==> config.mk <==
export PLATFORM = sky130hd
export DESIGN_NAME = bridge_err_report
export DESIGN_NICKNAME = d
export VERILOG_FILES = /design/src/rtl/berr_pkg.sv /design/src/rtl/berr_flags.sv /design/src/rtl/berr_regs.sv /design/src/rtl/berr_route.sv /design/src/rtl/bridge_err_report.sv
export SDC_FILE = /design/constraint.sdc
export NUM_CORES = 1
export LEC_CHECK = 0
export BUFFER_PORTS_ARGS = -buffer_cell sky130_fd_sc_hd__clkbuf_2
export CORE_MARGIN = 10
export CORE_UTILIZATION = 48
export CTS_CLUSTER_SIZE = 12
export DETAILED_ROUTE_END_ITERATION = 7
export PLACE_DENSITY = 0.88
export SLEW_MARGIN = 20
export SYNTH_ARGS = -nofsm -noshare
export SYNTH_HDL_FRONTEND = slang
export SYNTH_SLANG_ARGS = --single-unit
==> constraint.sdc <==
create_clock -name clk -period 3.1 [get_ports clk]
set_input_delay 0.155 -clock clk [delete_from_list [all_inputs] [get_ports clk]]
set_output_delay 0.155 -clock clk [all_outputs]
set_load 0.01 [all_outputs]
==> src/rtl/berr_pkg.sv <==
package berr_pkg;
   localparam int NSRC     = 5;
   localparam int SRC_ATMO = 0;
   localparam int SRC_DPAR = 1;
   localparam int SRC_PPAR = 2;
   localparam int SRC_PSYS = 3;
   localparam int SRC_MABT = 4;
   // sources whose machine-check follows the latched master id
   localparam logic [NSRC-1:0] ROUTE_BY_ID = 5'b10011;
   localparam int DFLT_LSB = 8;

   typedef enum logic [1:0] {
      RA_STATUS  = 2'd0,
      RA_MCHK_EN = 2'd1,
      RA_IRQ_EN  = 2'd2,
      RA_ROUTE   = 2'd3
   } reg_addr_e;
endpackage

==> src/rtl/berr_flags.sv <==
module berr_flags #(
   parameter int NSRC = 5
) (
   input  logic            clk,
   input  logic            rst_n,
   input  logic [NSRC-1:0] set_i,
   input  logic [NSRC-1:0] clr_i,
   output logic [NSRC-1:0] flags_o
);
   initial begin
      assert (NSRC >= 1) else $error("berr_flags: NSRC must be at least 1");
   end

   for (genvar i = 0; i < NSRC; i++) begin : g_bit
      always_ff @(posedge clk or negedge rst_n) begin
         if (!rst_n)        flags_o[i] <= 1'b0;
         else if (set_i[i]) flags_o[i] <= 1'b1;
         else if (clr_i[i]) flags_o[i] <= 1'b0;
      end


      set_wins_chk: assert property (@(posedge clk) disable iff (!rst_n)
         set_i[i] |=> flags_o[i]);

      w1c_chk: assert property (@(posedge clk) disable iff (!rst_n)
         (clr_i[i] && !set_i[i]) |=> !flags_o[i]);

      sticky_chk: assert property (@(posedge clk) disable iff (!rst_n)
         (flags_o[i] && !clr_i[i]) |=> flags_o[i]);
   end
endmodule

==> src/rtl/berr_regs.sv <==
module berr_regs
   import berr_pkg::*;
#(
   parameter int DW    = 16,
   parameter int NSRC  = 5,
   parameter int MID_W = 1
) (
   input  logic             clk,
   input  logic             rst_n,
   input  logic             we_i,
   input  logic [1:0]       addr_i,
   input  logic [DW-1:0]    wdata_i,
   input  logic [NSRC-1:0]  flags_i,
   input  logic             id_hit_i,
   input  logic [MID_W-1:0] evt_mid_i,
   output logic [DW-1:0]    rdata_o,
   output logic [NSRC-1:0]  clr_o,
   output logic [NSRC-1:0]  mchk_en_o,
   output logic [NSRC-1:0]  irq_en_o,
   output logic [MID_W-1:0] cap_mid_o,
   output logic [MID_W-1:0] dflt_o
);
   localparam int TOP_USED = DFLT_LSB + MID_W;

   initial begin
      assert (DW >= TOP_USED) else $error("berr_regs: DW too narrow for routing field");
      assert (NSRC <= DFLT_LSB) else $error("berr_regs: NSRC overlaps routing field");
   end

   logic wr_status, wr_mchk, wr_irq, wr_route;
   logic unused_wdata;

   assign wr_status    = we_i && (addr_i == RA_STATUS);
   assign wr_mchk      = we_i && (addr_i == RA_MCHK_EN);
   assign wr_irq       = we_i && (addr_i == RA_IRQ_EN);
   assign wr_route     = we_i && (addr_i == RA_ROUTE);
   assign clr_o        = wr_status ? wdata_i[NSRC-1:0] : '0;
   assign unused_wdata = ^wdata_i;

   always_ff @(posedge clk or negedge rst_n) begin
      if (!rst_n) begin
         mchk_en_o <= '0;
         irq_en_o  <= '0;
         cap_mid_o <= '0;
         dflt_o    <= '0;
      end else begin
         if (wr_mchk)  mchk_en_o <= wdata_i[NSRC-1:0];
         if (wr_irq)   irq_en_o  <= wdata_i[NSRC-1:0];
         if (wr_route) dflt_o    <= wdata_i[DFLT_LSB +: MID_W];
         if (id_hit_i) cap_mid_o <= evt_mid_i;
      end
   end

   always_comb begin
      rdata_o = '0;
      case (reg_addr_e'(addr_i))
         RA_STATUS:  rdata_o[NSRC-1:0] = flags_i;
         RA_MCHK_EN: rdata_o[NSRC-1:0] = mchk_en_o;
         RA_IRQ_EN:  rdata_o[NSRC-1:0] = irq_en_o;
         RA_ROUTE: begin
            rdata_o[MID_W-1:0]          = cap_mid_o;
            rdata_o[DFLT_LSB +: MID_W]  = dflt_o;
         end
         default:    rdata_o = '0;
      endcase
   end


   mid_latch_chk: assert property (@(posedge clk) disable iff (!rst_n)
      id_hit_i |=> (cap_mid_o == $past(evt_mid_i)));

   mid_hold_chk: assert property (@(posedge clk) disable iff (!rst_n)
      !id_hit_i |=> $stable(cap_mid_o));

   mchk_en_wr_chk: assert property (@(posedge clk) disable iff (!rst_n)
      wr_mchk |=> (mchk_en_o == $past(wdata_i[NSRC-1:0])));

   irq_en_wr_chk: assert property (@(posedge clk) disable iff (!rst_n)
      wr_irq |=> (irq_en_o == $past(wdata_i[NSRC-1:0])));
endmodule

==> src/rtl/berr_route.sv <==
module berr_route #(
   parameter int              NSRC   = 5,
   parameter int              N_MST  = 2,
   parameter int              MID_W  = 1,
   parameter logic [NSRC-1:0] BY_ID  = '0
) (
   input  logic [NSRC-1:0]  flags_i,
   input  logic [NSRC-1:0]  mchk_en_i,
   input  logic [NSRC-1:0]  irq_en_i,
   input  logic [MID_W-1:0] cap_mid_i,
   input  logic [MID_W-1:0] dflt_i,
   output logic [N_MST-1:0] mchk_o,
   output logic             irq_o
);
   initial begin
      assert (N_MST >= 2) else $error("berr_route: need at least two masters");
      assert ((1 << MID_W) >= N_MST) else $error("berr_route: MID_W too narrow");
   end

   logic [NSRC-1:0] armed;
   assign armed = flags_i & mchk_en_i;
   assign irq_o = |(flags_i & irq_en_i);

   for (genvar m = 0; m < N_MST; m++) begin : g_mst
      logic hit;
      always_comb begin
         hit = 1'b0;
         for (int s = 0; s < NSRC; s++) begin
            if (armed[s] && ((BY_ID[s] ? cap_mid_i : dflt_i) == MID_W'(m)))
               hit = 1'b1;
         end
      end
      assign mchk_o[m] = hit;
   end
endmodule

==> src/rtl/bridge_err_report.sv <==
module bridge_err_report
   import berr_pkg::*;
#(
   parameter int DW    = 16,
   parameter int N_MST = 2,
   parameter int MID_W = (N_MST > 1) ? $clog2(N_MST) : 1
) (
   input  logic             clk,
   input  logic             rst_n,
   input  logic             reg_we,
   input  logic [1:0]       reg_addr,
   input  logic [DW-1:0]    reg_wdata,
   output logic [DW-1:0]    reg_rdata,
   input  logic [NSRC-1:0]  err_evt,
   input  logic [MID_W-1:0] evt_mid,
   input  logic             dpar_chk_en,
   output logic [N_MST-1:0] mchk_o,
   output logic             irq_o
);
   logic [NSRC-1:0]  evt_ok, clr, flags, mchk_en, irq_en;
   logic [MID_W-1:0] cap_mid, dflt;
   logic             id_hit;

   always_comb begin
      evt_ok = err_evt;
      if (!dpar_chk_en) evt_ok[SRC_DPAR] = 1'b0;
   end
   assign id_hit = |(evt_ok & ROUTE_BY_ID);

   berr_flags #(.NSRC(NSRC)) u_flags (
      .clk     (clk),
      .rst_n   (rst_n),
      .set_i   (evt_ok),
      .clr_i   (clr),
      .flags_o (flags)
   );

   berr_regs #(.DW(DW), .NSRC(NSRC), .MID_W(MID_W)) u_regs (
      .clk       (clk),
      .rst_n     (rst_n),
      .we_i      (reg_we),
      .addr_i    (reg_addr),
      .wdata_i   (reg_wdata),
      .flags_i   (flags),
      .id_hit_i  (id_hit),
      .evt_mid_i (evt_mid),
      .rdata_o   (reg_rdata),
      .clr_o     (clr),
      .mchk_en_o (mchk_en),
      .irq_en_o  (irq_en),
      .cap_mid_o (cap_mid),
      .dflt_o    (dflt)
   );

   berr_route #(.NSRC(NSRC), .N_MST(N_MST), .MID_W(MID_W), .BY_ID(ROUTE_BY_ID)) u_route (
      .flags_i   (flags),
      .mchk_en_i (mchk_en),
      .irq_en_i  (irq_en),
      .cap_mid_i (cap_mid),
      .dflt_i    (dflt),
      .mchk_o    (mchk_o),
      .irq_o     (irq_o)
   );


   dpar_gate_chk: assert property (@(posedge clk) disable iff (!rst_n)
      $rose(flags[SRC_DPAR]) |-> $past(dpar_chk_en && err_evt[SRC_DPAR]));

   irq_idle_chk: assert property (@(posedge clk) disable iff (!rst_n)
      (flags == '0) |-> !irq_o);

   mchk_idle_chk: assert property (@(posedge clk) disable iff (!rst_n)
      ((flags & mchk_en) == '0) |-> (mchk_o == '0));

   rst_quiet_chk: assert property (@(posedge clk)
      !rst_n |-> (mchk_o == '0 && !irq_o));
endmodule

## Yosys cells after proc, flatten, opt, wreduce, memory -nomap -nowiden

Index checks and enable logic that the tools add are counted.

- Bits in registers: 17
- Latch bits: 0
- Memory bits (writable): 0
- Memory bits (read-only): 0
- Input bits: 28
- Output and inout bits: 19
- Word-level logic and storage cells: 63
- Memories kept: 0

- Add/sub/neg operators: 0
- Multipliers: 0
- Div/mod/pow operators: 0
- Magnitude comparators: 0
- Eq/ne operators: 3
- Shift operators: 0
- Multiplexer cells: 25
- Bitwise operators: 4
- Reduce and logical (&&, ||, !) cells: 22

Operator list:

| operator | count |
|---|---|
| 2-to-1 mux 1 bit | 22 |
| logical AND 1 bit | 14 |
| case mux 4 bit (3 select lines) | 1 |
| AND 5 bit | 2 |
| nonzero test 2 bit | 5 |
| 2-to-1 mux 5 bit | 1 |
| OR reduction 5 bit | 1 |
| equality test 2 bit (second input constant) | 2 |
| case mux 1 bit (4 select lines) | 1 |
| OR reduction 3 bit | 1 |
| equality test 2 x 1 -> 1 bit (second input constant) | 1 |
| logical NOT 2 bit | 1 |
| inverter 1 bit | 2 |

## Depth between registers and ports, before layout

- Word-level depth: 7
- Gate-level depth with buffers: 3
- Mapped depth without buffers: 2

## Cells and area by module

Synthesis repeated with hierarchy kept, for this count alone.

- Cells, all modules: 85
- Area, all modules: 1022.2 µm²

By module, submodules not included:

| module | instances | cells an instance | area each (µm²) | sequential area each (µm²) |
|---|---|---|---|---|
| berr_regs | 1 | 57 | 750.7 | 300.3 |
| berr_flags | 1 | 15 | 181.4 | 125.1 |
| berr_route | 1 | 11 | 73.8 | 0.0 |
| bridge_err_report | 1 | 2 | 16.3 | 0.0 |

## Worst setup path before layout

OpenSTA, ideal clock, no wires.

- Kind: flip-flop to output port
- From: reg u_flags.flags_o[1]
- To: out mchk_o[0]
- Arrival: 1.033 ns
- Data required time: 2.945 ns
- Slack: 1.912 ns
- Cell stages (with the launch flop): 4
- Path buffers: 1
- Cells stage by stage: dfrtp_1 a222oi_1 o22ai_1 buf_4

- Longest elaborated chain between the ends: 6

RTL lines:

| item | line | RTL |
|---|---|---|
| from (decl) | berr_flags.sv:8 | `output logic [NSRC-1:0] flags_o` |
| from (signal, indexed assignment) | berr_flags.sv:16 | `if (!rst_n) flags_o[i] <= 1'b0;` |
| from (signal, indexed assignment) | berr_flags.sv:17 | `else if (set_i[i]) flags_o[i] <= 1'b1;` |
| from (signal, indexed assignment) | berr_flags.sv:18 | `else if (clr_i[i]) flags_o[i] <= 1'b0;` |
| AND 5 bit | berr_route.sv:21 | `assign armed = flags_i & mchk_en_i;` |
| logical AND 1 bit | berr_route.sv:29 | `if (armed[s] && ((BY_ID[s] ? cap_mid_i : dflt_i) == MID_W'(m)))` |
| 2-to-1 mux 1 bit (4 in series) | berr_route.sv:29 |  |
| to (decl) | bridge_err_report.sv:17 | `output logic [N_MST-1:0] mchk_o,` |

Every way passes these cells.

## Worst setup path after layout

- From: reg u_flags.flags_o[1]
- To: out mchk_o[1]

The elaborated chain is that of the path after synthesis.

==> impl_metrics.py <==
metrics = {
    "clock_tree": {
        "clk_pin_slew_worst_paths_ns": 0.09,
        "htreeDepth": 1,
        "cts_setup_buffers": 0,
        "clock-sinks": 17,
        "numCtsBuffers": 3,
        "clockBufferDepth": 2,
        "insertion_delay_ns": 0.28,
        "clockRootBuffer": "clkbuf_4",
        "cts_tree": "built",
    },
    "grt": {
        "overflow": 0,
        "grt_max_degree": 18,
        "grt_pass1_wl_mm": 3.62,
        "grt_usage": 0.105,
        "antenna_found_initial": 0,
        "grt_pass1_vias": 763,
    },
    "yosys": {
        "ys_seq_area_frac": 0.431,
        "async_flop_share": 1.00,
        "netlist_area_um2": 987,
        "synth_seq_cells": 17,
        "synth-main-ff-cell": "dfrtp_1",
        "synth-edff-count": 0,
        "ys_types": 20,
        "postSynthAreaPerCell_um2": 12.7,
        "synth.top_cell.area_share": 0.431,
        "synth_area_leaders": "dfrtp_1 43%, mux2_2 14%, buf_4 11%",
        "synth-warning-count": 0,
        "synthCells": 78,
        "yosysTopAreaCell": "dfrtp_1",
    },
    "worst_hold_path": {
        "hold_class": "in2reg",
        "holdCritStartpoint": "err_evt[2]",
    },
    "drt": {
        "wl_per_cell_um": 16.7,
        "totalWireLength_mm": 2.19,
        "vias": 707,
        "antenna_left": 0,
        "first_pass_iters": 4,
        "drc_errors": 0,
        "drt-initial-drc-count": 44,
        "routed_via_density": 5.40,
    },
    "floorplanning": {
        "row_count": 16,
        "pin_count": 47,
        "core_area_mm2": 0.00196,
        "fp.dieH_um": 65.4,
        "initial_core_util": 0.503,
        "dieArea_mm2": 0.00427,
        "die_x_um": 65.4,
    },
    "sta": {
        "rsz0062_at_grt": "false",
        "setup_ws_ns": 1.47,
        "fin_crit_sh": 0.526,
        "hold_viol": 0,
        "final_max_slew_viol_count": 0,
        "finalSetupViolations": 0,
        "fin_crit_ns": 1.63,
        "finClkSkew_ns": 0,
        "max_freq_ghz": 0.613,
        "finalSetupTns_ns": 0,
    },
    "placement": {
        "port_buffers": 26,
        "dp_hpwl_mm": 1.77,
        "pre_cts_ws_ns": 1.79,
        "gp_congestion": 0.783,
    },
    "pwr": {
        "power.net_switching_mw": 0.157,
        "total_power_mw": 0.530,
        "power_frac_comb": 0.256,
        "ir_drop_v": 0.000361,
        "clkPwrFrac": 0.215,
        "seq_power_share": 0.530,
        "intPower_mw": 0.373,
        "switching_share": 0.297,
        "p_leak_nw": 0.529,
        "power_density_mw_per_mm2": 475,
    },
    "worst_setup_path": {
        "required_ns": 2.94,
        "crit_start": "u_flags.flags_o[1]",
        "r2r-start": "u_regs.cap_mid_o",
        "critical_path.max_fanout": 4,
        "critPathCaptureType": "primary output",
        "start_kind": "flop",
        "arrival_ns": 1.48,
        "critPathKind": "reg2out",
    },
    "cells_and_area": {
        "antenna_cells": 0,
        "fin_nets": 133,
        "area_delta_synth_final_pct": 13.1,
        "drive_above_1_share": 0.423,
        "utilization": 0.569,
        "fillers": 179,
    },
    "flow_run": {
        "cap_violations": 0,
    },
    "status": {
        "outcome": "completed",
    },
}
[state kept, by name (all words and copies together) (netlist names)]
signal and count:
u_flags.flags_o 5, u_regs.irq_en_o 5, u_regs.mchk_en_o 5, u_regs.dflt_o 1
u_regs.cap_mid_o 1
[final cells by class]
| cell class | instances | area (µm²) | area share |
|---|---|---|---|
| clock buffers | 4 | 26.3 | 0.0235 |
| well taps | 27 | 33.8 | 0.0303 |
| inverters | 2 | 7.51 | 0.00673 |
| flip-flops and latches | 17 | 425 | 0.381 |
| multi-input cells | 54 | 483 | 0.433 |
| repair buffers | 27 | 140 | 0.126 |
[kinds of logic (layout without fill, tap and decap cells)]
family                 after synthesis  in the layout  share of synthesized area
AO/OA/AOI/OAI                       16             16                      0.131
buffers and inverters               16             33                      0.114
flip-flops                          17             17                      0.431
multiplexers                        17             17                      0.200
other                                1             10                    0.00380
AND/OR/NAND/NOR                     11             11                      0.120
[per-stage QoR]
step / instance area [µm²] / std cells / hold WS [ns]
floorplan: 1020 / 87 / -0.141
finish: 1120 / 131 / 0.0381
global route: 1120 / 131 / 0.0388
CTS: 1120 / 131 / 0.0325
global placement: 1080 / 126 / 0.100
detailed placement: 1080 / 126 / 0.106
[what timing repair did]
action,4_1_cts,5_1_grt
hold buffers,1,0
endpoints found under the hold margin,17,0
resized for setup,0,0
[worst paths after layout]
path                                       to  slack, ns  cells past startpoint
max reg2reg                  u_regs.cap_mid_o       2.30                      1
min                        u_flags.flags_o[2]       0.04                      2
max in group asynchronous  u_flags.flags_o[4]       2.48                      2
min in group asynchronous  u_regs.irq_en_o[3]       0.32                      2
min reg2reg                u_regs.irq_en_o[0]       0.55                      1
max                                 mchk_o[1]       1.47                      3
[layout by cell type (no fill, tap or decap)]
cell / instances
a211oi_1: 1
a21o_1: 4
a222oi_1: 2
a22o_1: 1
a22oi_1: 2
and2b_1: 1
and3_1: 1
clkbuf_1: 1
clkbuf_2: 26
clkbuf_4: 3
conb_1: 10
dfrtp_1: 17
dlygate4sd3_1: 1
inv_1: 2
mux2_2: 12
mux2i_1: 4
mux4_2: 1
nand2_1: 1
nand3_1: 1
nand3b_4: 2
nand4bb_1: 5
o22ai_1: 2
o2bb2ai_1: 4
[critical path, stage by stage, from the launching register on]
cell and delay (ns):
dfrtp_1 0.43, a222oi_1 0.45, o22ai_1 0.15, clkbuf_2 0.16
[synth_stat cells (2+ instances only)]
master / instances
a22oi_1: 2
dfrtp_1: 17
mux2_2: 12
nand3b_4: 2
o22ai_1: 2
buf_4: 14
mux2i_1: 4
inv_1: 2
a21o_1: 4
nand4bb_1: 5
o2bb2ai_1: 4
a222oi_1: 2
[power groups by stage]
stage / registers, mW / clock network (mW) / logic [mW]
after floorplan: 0.275 / 0 / 0.106
after global placement: 0.282 / 0 / 0.132
after detailed placement: 0.284 / 0 / 0.136
after CTS: 0.280 / 0.118 / 0.137
after global routing: 0.285 / 0.127 / 0.150
final: 0.281 / 0.114 / 0.135
[per-layer routing]
layer / vias to the layer above / part of all wire / routed length [µm] / global-route usage
met5: - / 0 / 0 / 0
met4: 0 / 0.018 / 39 / 0.0508
met3: 8 / 0.068 / 149 / 0.0407
met2: 31 / 0.48 / 1050 / 0.166
met1: 334 / 0.43 / 949 / 0.122
li1: 334 / - / - / -
Power figures use the tool's default switching activity.
